## config.mk

```make
export PLATFORM = sky130hd
export DESIGN_NAME = exc_entry_ctrl
export DESIGN_NICKNAME = d
export VERILOG_FILES = /design/src/rtl/exc_entry_pkg.sv /design/src/rtl/exc_arbiter.sv /design/src/rtl/exc_ctx_calc.sv /design/src/rtl/exc_vector_gen.sv /design/src/rtl/exc_entry_ctrl.sv
export SDC_FILE = /design/constraint.sdc
export NUM_CORES = 1
export LEC_CHECK = 0
export BUFFER_PORTS_ARGS = -buffer_cell sky130_fd_sc_hd__buf_2
export CAP_MARGIN = 5
export CORE_UTILIZATION = 40
export DETAILED_ROUTE_END_ITERATION = 8
export HOLD_SLACK_MARGIN = 0.12
export PLACE_DENSITY = 0.66
export SLEW_MARGIN = 20
export SYNTH_ARGS = -nofsm -noshare
export SYNTH_HDL_FRONTEND = slang
export SYNTH_SLANG_ARGS = --single-unit
```

## constraint.sdc

```tcl
create_clock -name clk -period 6.4 [get_ports clk]
set_input_delay 1.28 -clock clk [delete_from_list [all_inputs] [get_ports clk]]
set_output_delay 1.28 -clock clk [all_outputs]
set_load 0.005 [all_outputs]
```

## src/rtl/exc_entry_pkg.sv

```systemverilog
`timescale 1ns/1ps
package exc_entry_pkg;
    localparam int CODE_W     = 5;
    localparam int CODE_COUNT = 15;
    localparam int VEC_SHIFT  = 8;

    localparam logic [CODE_W-1:0] C_NONE    = 5'd0;
    localparam logic [CODE_W-1:0] C_TICK    = 5'd5;
    localparam logic [CODE_W-1:0] C_ILLEGAL = 5'd7;
    localparam logic [CODE_W-1:0] C_EXTINT  = 5'd8;
    localparam logic [CODE_W-1:0] C_SYSCALL = 5'd12;

    // status word bit positions
    localparam int SB_SUPV = 0;
    localparam int SB_TICK = 1;
    localparam int SB_IRQ  = 2;
    localparam int SB_DMMU = 5;
    localparam int SB_IMMU = 6;
    localparam int SB_DSX  = 13;
    localparam int SB_HIGH = 14;

    // power-management word bit positions
    localparam int PB_DOZE  = 4;
    localparam int PB_SLEEP = 5;
endpackage

```

## src/rtl/exc_arbiter.sv

```systemverilog
`timescale 1ns/1ps
module exc_arbiter
    import exc_entry_pkg::*;
(
    input  logic              sync_req,
    input  logic [CODE_W-1:0] sync_code,
    input  logic              ext_irq,
    input  logic              tick_irq,
    input  logic              irq_en,
    input  logic              tick_en,
    output logic              cand_vld,
    output logic              cand_sync,
    output logic [CODE_W-1:0] cand_code
);
    always_comb begin
        cand_vld  = 1'b0;
        cand_sync = 1'b0;
        cand_code = C_NONE;
        if (sync_req) begin
            cand_vld  = 1'b1;
            cand_sync = 1'b1;
            cand_code = sync_code;
        end else if (tick_irq && tick_en) begin
            cand_vld  = 1'b1;
            cand_code = C_TICK;
        end else if (ext_irq && irq_en) begin
            cand_vld  = 1'b1;
            cand_code = C_EXTINT;
        end
    end
endmodule

```

## src/rtl/exc_ctx_calc.sv

```systemverilog
`timescale 1ns/1ps
module exc_ctx_calc
    import exc_entry_pkg::*;
#(
    parameter int XLEN       = 32,
    parameter int SR_W       = 16,
    parameter int PMR_W      = 8,
    parameter int INSN_BYTES = 4
) (
    input  logic [CODE_W-1:0] code,
    input  logic [XLEN-1:0]   pc,
    input  logic              in_dslot,
    input  logic [SR_W-1:0]   sr_cur,
    input  logic [PMR_W-1:0]  pmr_cur,
    output logic              code_ok,
    output logic              is_illegal,
    output logic [XLEN-1:0]   epc,
    output logic [SR_W-1:0]   sr_new,
    output logic [PMR_W-1:0]  pmr_new
);
    localparam logic [XLEN-1:0] STEP = XLEN'(INSN_BYTES);

    always_comb begin
        code_ok    = (code != C_NONE) && (int'(code) < CODE_COUNT);
        is_illegal = (code == C_ILLEGAL);

        epc = pc;
        if (code == C_SYSCALL) epc = epc + STEP;
        if (in_dslot)          epc = epc - STEP;

        sr_new          = sr_cur;
        sr_new[SB_DMMU] = 1'b0;
        sr_new[SB_IMMU] = 1'b0;
        sr_new[SB_IRQ]  = 1'b0;
        sr_new[SB_TICK] = 1'b0;
        sr_new[SB_SUPV] = 1'b1;
        sr_new[SB_DSX]  = in_dslot;

        pmr_new           = pmr_cur;
        pmr_new[PB_DOZE]  = 1'b0;
        pmr_new[PB_SLEEP] = 1'b0;
    end
endmodule

```

## src/rtl/exc_vector_gen.sv

```systemverilog
`timescale 1ns/1ps
module exc_vector_gen
    import exc_entry_pkg::*;
#(
    parameter int XLEN = 32
) (
    input  logic [CODE_W-1:0] code,
    input  logic [XLEN-1:0]   base,
    input  logic              base_en,
    input  logic              high_en,
    output logic [XLEN-1:0]   vec
);
    localparam logic [XLEN-1:0] HIGH_PREFIX = {4'hF, {(XLEN-4){1'b0}}};

    always_comb begin
        vec = XLEN'(code) << VEC_SHIFT;
        if (base_en) vec = vec | base;
        if (high_en) vec = vec | HIGH_PREFIX;
    end
endmodule

```

## src/rtl/exc_entry_ctrl.sv

```systemverilog
`timescale 1ns/1ps
module exc_entry_ctrl
    import exc_entry_pkg::*;
#(
    parameter int XLEN  = 32,
    parameter int SR_W  = 16,
    parameter int PMR_W = 8
) (
    input  logic              clk,
    input  logic              rst_n,
    input  logic              sync_req,
    input  logic [CODE_W-1:0] sync_code,
    input  logic              ext_irq,
    input  logic              tick_irq,
    input  logic              take,
    input  logic [XLEN-1:0]   cur_pc,
    input  logic              dslot,
    input  logic [SR_W-1:0]   sr_in,
    input  logic [PMR_W-1:0]  pmr_in,
    input  logic [XLEN-1:0]   vec_base,
    input  logic              base_en,
    output logic [XLEN-1:0]   epc_o,
    output logic [XLEN-1:0]   eear_o,
    output logic [SR_W-1:0]   esr_o,
    output logic [SR_W-1:0]   sr_o,
    output logic [PMR_W-1:0]  pmr_o,
    output logic [XLEN-1:0]   lock_o,
    output logic [XLEN-1:0]   pc_o,
    output logic              vec_vld_o,
    output logic              abort_o
);
    typedef struct packed {
        logic              pend_vld;
        logic [CODE_W-1:0] pend_code;
        logic [XLEN-1:0]   epc;
        logic [XLEN-1:0]   eear;
        logic [SR_W-1:0]   esr;
        logic [SR_W-1:0]   sr;
        logic [PMR_W-1:0]  pmr;
        logic [XLEN-1:0]   lock;
        logic [XLEN-1:0]   pc;
        logic              vec_vld;
        logic              abort;
    } ent_state_t;

    ent_state_t st_d, st_q;

    logic              cand_vld, cand_sync;
    logic [CODE_W-1:0] cand_code;
    logic              code_ok, is_illegal;
    logic [XLEN-1:0]   epc_calc, vec_calc;
    logic [SR_W-1:0]   sr_calc;
    logic [PMR_W-1:0]  pmr_calc;

    exc_arbiter u_arb (
        .sync_req  (sync_req),
        .sync_code (sync_code),
        .ext_irq   (ext_irq),
        .tick_irq  (tick_irq),
        .irq_en    (sr_in[SB_IRQ]),
        .tick_en   (sr_in[SB_TICK]),
        .cand_vld  (cand_vld),
        .cand_sync (cand_sync),
        .cand_code (cand_code)
    );

    exc_ctx_calc #(.XLEN(XLEN), .SR_W(SR_W), .PMR_W(PMR_W)) u_ctx (
        .code       (st_q.pend_code),
        .pc         (cur_pc),
        .in_dslot   (dslot),
        .sr_cur     (sr_in),
        .pmr_cur    (pmr_in),
        .code_ok    (code_ok),
        .is_illegal (is_illegal),
        .epc        (epc_calc),
        .sr_new     (sr_calc),
        .pmr_new    (pmr_calc)
    );

    exc_vector_gen #(.XLEN(XLEN)) u_vec (
        .code    (st_q.pend_code),
        .base    (vec_base),
        .base_en (base_en),
        .high_en (sr_in[SB_HIGH]),
        .vec     (vec_calc)
    );

    always_comb begin
        st_d         = st_q;
        st_d.vec_vld = 1'b0;
        st_d.abort   = 1'b0;
        if (take && st_q.pend_vld) begin
            if (code_ok) begin
                st_d.epc     = epc_calc;
                if (is_illegal) st_d.eear = cur_pc;
                st_d.esr     = sr_in;
                st_d.sr      = sr_calc;
                st_d.pmr     = pmr_calc;
                st_d.lock    = '1;
                st_d.pc      = vec_calc;
                st_d.vec_vld = 1'b1;
            end else begin
                st_d.abort   = 1'b1;
            end
            st_d.pend_vld  = cand_vld;
            st_d.pend_code = cand_code;
        end else if (cand_vld && (!st_q.pend_vld || cand_sync)) begin
            st_d.pend_vld  = 1'b1;
            st_d.pend_code = cand_code;
        end
    end

    always_ff @(posedge clk or negedge rst_n) begin
        if (!rst_n) st_q <= '0;
        else        st_q <= st_d;
    end

    assign epc_o     = st_q.epc;
    assign eear_o    = st_q.eear;
    assign esr_o     = st_q.esr;
    assign sr_o      = st_q.sr;
    assign pmr_o     = st_q.pmr;
    assign lock_o    = st_q.lock;
    assign pc_o      = st_q.pc;
    assign vec_vld_o = st_q.vec_vld;
    assign abort_o   = st_q.abort;
endmodule

```

==> impl_metrics.toml <==
[run_status]
status = "completed"

[worst_setup_path]
critPathMaxStageDelay_ns = 0.72
path_buf_inv = 1
crit_required_ns = 6.68
crit_path_top_delay_cell = "nor4bb_1"
cp-end-kind = "flip-flop"
crit_start = "cur_pc[2]"
crit_type = "in -> reg"
reg2reg_from = "st_q[171]"
worstPathMaxFanout = 11
critPathArrivalTime_ns = 4.28
worst_setup_path_start_kind = "input pin"
worstPathCellList = "buf_2 -> ha_1 -> nand2b_1 -> nor2_1 -> xnor2_1 -> nor4bb_1 -> nand3_1 -> nor4b_1 -> xor2_1 -> o21ai_1"
crit_family = "simple AND/OR/NAND/NOR gates"

[final_layout]
stdcell_count = 1209
final_area_sq_mm = 0.00866
post-route-util = 0.460
drive_above_1_share = 0.366
nets = 1039
area_growth_pct = 12.1
n_antenna_cell = 0

[sta]
hold_slack_ns = 0.459
worst_pin_slew_ns = 1.15
fin_ws_ns = 2.40
final.setup.tns_ns = 0
finClkSkew_ns = 0.0119
drv_slew = 0
hold_violations = 0
fmax_ghz = 0.250
grt_setup_unrepaired = "false"
finalSetupViolCount = 0
min_period_ns = 4.00
relSlewSlack = 0.229
fin_crit_sh = 0.626

[global_routing]
grt_remaining_overflow = 0
track_usage = 0.179
grt_max_degree = 75
grt_pass1_vias = 5618
antenna_found_initial = 0
grt_pass1_wl_mm = 28.2

[yosys]
ys_ff_latch = 128
ys.flop_type = "dfrtp_1"
yosysWarnings = 0
synthArstFlopShare = 1.00
ys_top_cells_by_count = "177 x nand2_1, 168 x buf_4, 128 x dfrtp_1"
yosysSeqAreaShare = 0.415
synth_area_leader_cell = "dfrtp_1"
synthTopCellsByArea = "dfrtp_1 41%, buf_4 16%, nand2_1 8.6%"
syn-cell-area_sq_mm = 0.00773
synth_cell_types = 62
netlist_instances = 852
yosys.cell_count.top_type = "nand2_1"
synth_top_area_frac = 0.415
synth_edf_count = 0
synth_area_per_cell_sq_um = 9.07

[routing]
via_count = 5850
firstDrtPassIters = 4
vias_per_cell = 4.84
drt_first_iter_violations = 236
wl_mm = 17.4
route.detailed.drc = 0
postRouteAntennaNets = 0
wl_per_cell_microns = 14.4

[placement]
port_buffers = 262
gp_congestion = 0.806
dp_cells = 1177
hpwl_mm = 12.7
pre_cts_slack_ns = 2.02
dpl_cell_area_sq_mm = 0.00803

[clocking]
cts_htree_levels = 4
root_buffer = "clkbuf_16"
clk_path_buf_depth = 2
clock-sinks = 128
path_clk_slew_ns = 0.06
ctsHoldBuffers = 0
numCtsBuffers = 17
clk_latency_ns = 0.41
cts_setup_buffers = 0
cts_tree = "done"
cts.repair.resized = 0

[power_and_ir_drop]
p_per_area_mw_per_mm2 = 306
irDropWorstVdd_uv = 176
p_leak_nw = 4.25
fin_total_pwr_mw = 2.65

[floorplanning]
dieHeight_microns = 141
core_area_sq_mm = 0.0188
die_area_sq_mm = 0.0199
start_util = 0.410
rows = 50
io_pins = 271
die_w_microns = 141

[min_path]
hold_start = "pc_o[3]"
hp-class = "reg -> reg"

[job]
max-cap-violations = 0
[power by group]
part           internal [mW]  switching [mW]
registers              0.978          0.0923
logic                  0.250           0.282
clock network          0.658           0.387
[sequential cells by signal, summed over array words and instances, names as in the netlist]
signal,cells
pc_o,32
st_q,6
sr_o,2
eear_o,32
pmr_o,6
vec_vld_o,1
abort_o,1
esr_o,16
epc_o,32
[path summary, 6_finish.rpt]
| kind | endpoint | slack (ns) | depth (start not counted) |
|---|---|---|---|
| setup / recovery | epc_o[28] | 2.40 | 10 |
| hold / removal | pc_o[3] | 0.46 | 2 |
| setup reg to reg | epc_o[28] | 2.85 | 8 |
| hold reg to reg | pc_o[3] | 0.46 | 2 |
| max in group asynchronous | epc_o[1] | 4.36 | 2 |
| min in group asynchronous | eear_o[26] | 0.86 | 1 |
[layout by cell type, fill, tap and decap left out, drive strengths merged, types with 6 or more instances in the layout]
cell,instances
nand2,177
or3,8
nor4,11
o21ai,35
inv,7
nor3,15
dfrtp,128
a21oi,24
a31oi,6
nor2,26
nand4,19
buf,266
nand3,39
xor2,19
clkbuf,17
xnor2,29
conb,6
and3,7
mux2,33
[worst min-delay path, stage by stage (launching register included)]
cell	delay, ns
dfrtp_1	0.33
nand2_1	0.05
nand2_1	0.05
[layout make-up]
class / instances / area, sq um
inverters: 3 / 11.3
well taps: 260 / 325
clock buffers: 17 / 425
flip-flops and latches: 128 / 3200
repair buffers: 266 / 1350
multi-input cells: 520 / 3140
fillers: 1849 / 10200
clock inverters: 15 / 209
[logic make-up (layout without fill, tap and decap cells)]
family,count (synthesis),count (layout),synth area share
AO/OA/AOI/OAI,90,90,0.0712
XOR/XNOR,48,48,0.0544
adder cells (fa/ha/maj),2,2,0.00324
buffers and inverters,209,301,0.185
flip-flops,128,128,0.415
multiplexers,37,37,0.0533
other,1,6,0.000485
AND/OR/NAND/NOR,337,337,0.218
[metal layers]
metal	share of wire	GRT usage
met1	0.45	0.216
met3	0.044	0.0370
met2	0.49	0.317
met5	0	0
met4	0.019	0.0652
Power figures use the tool's default switching activity.
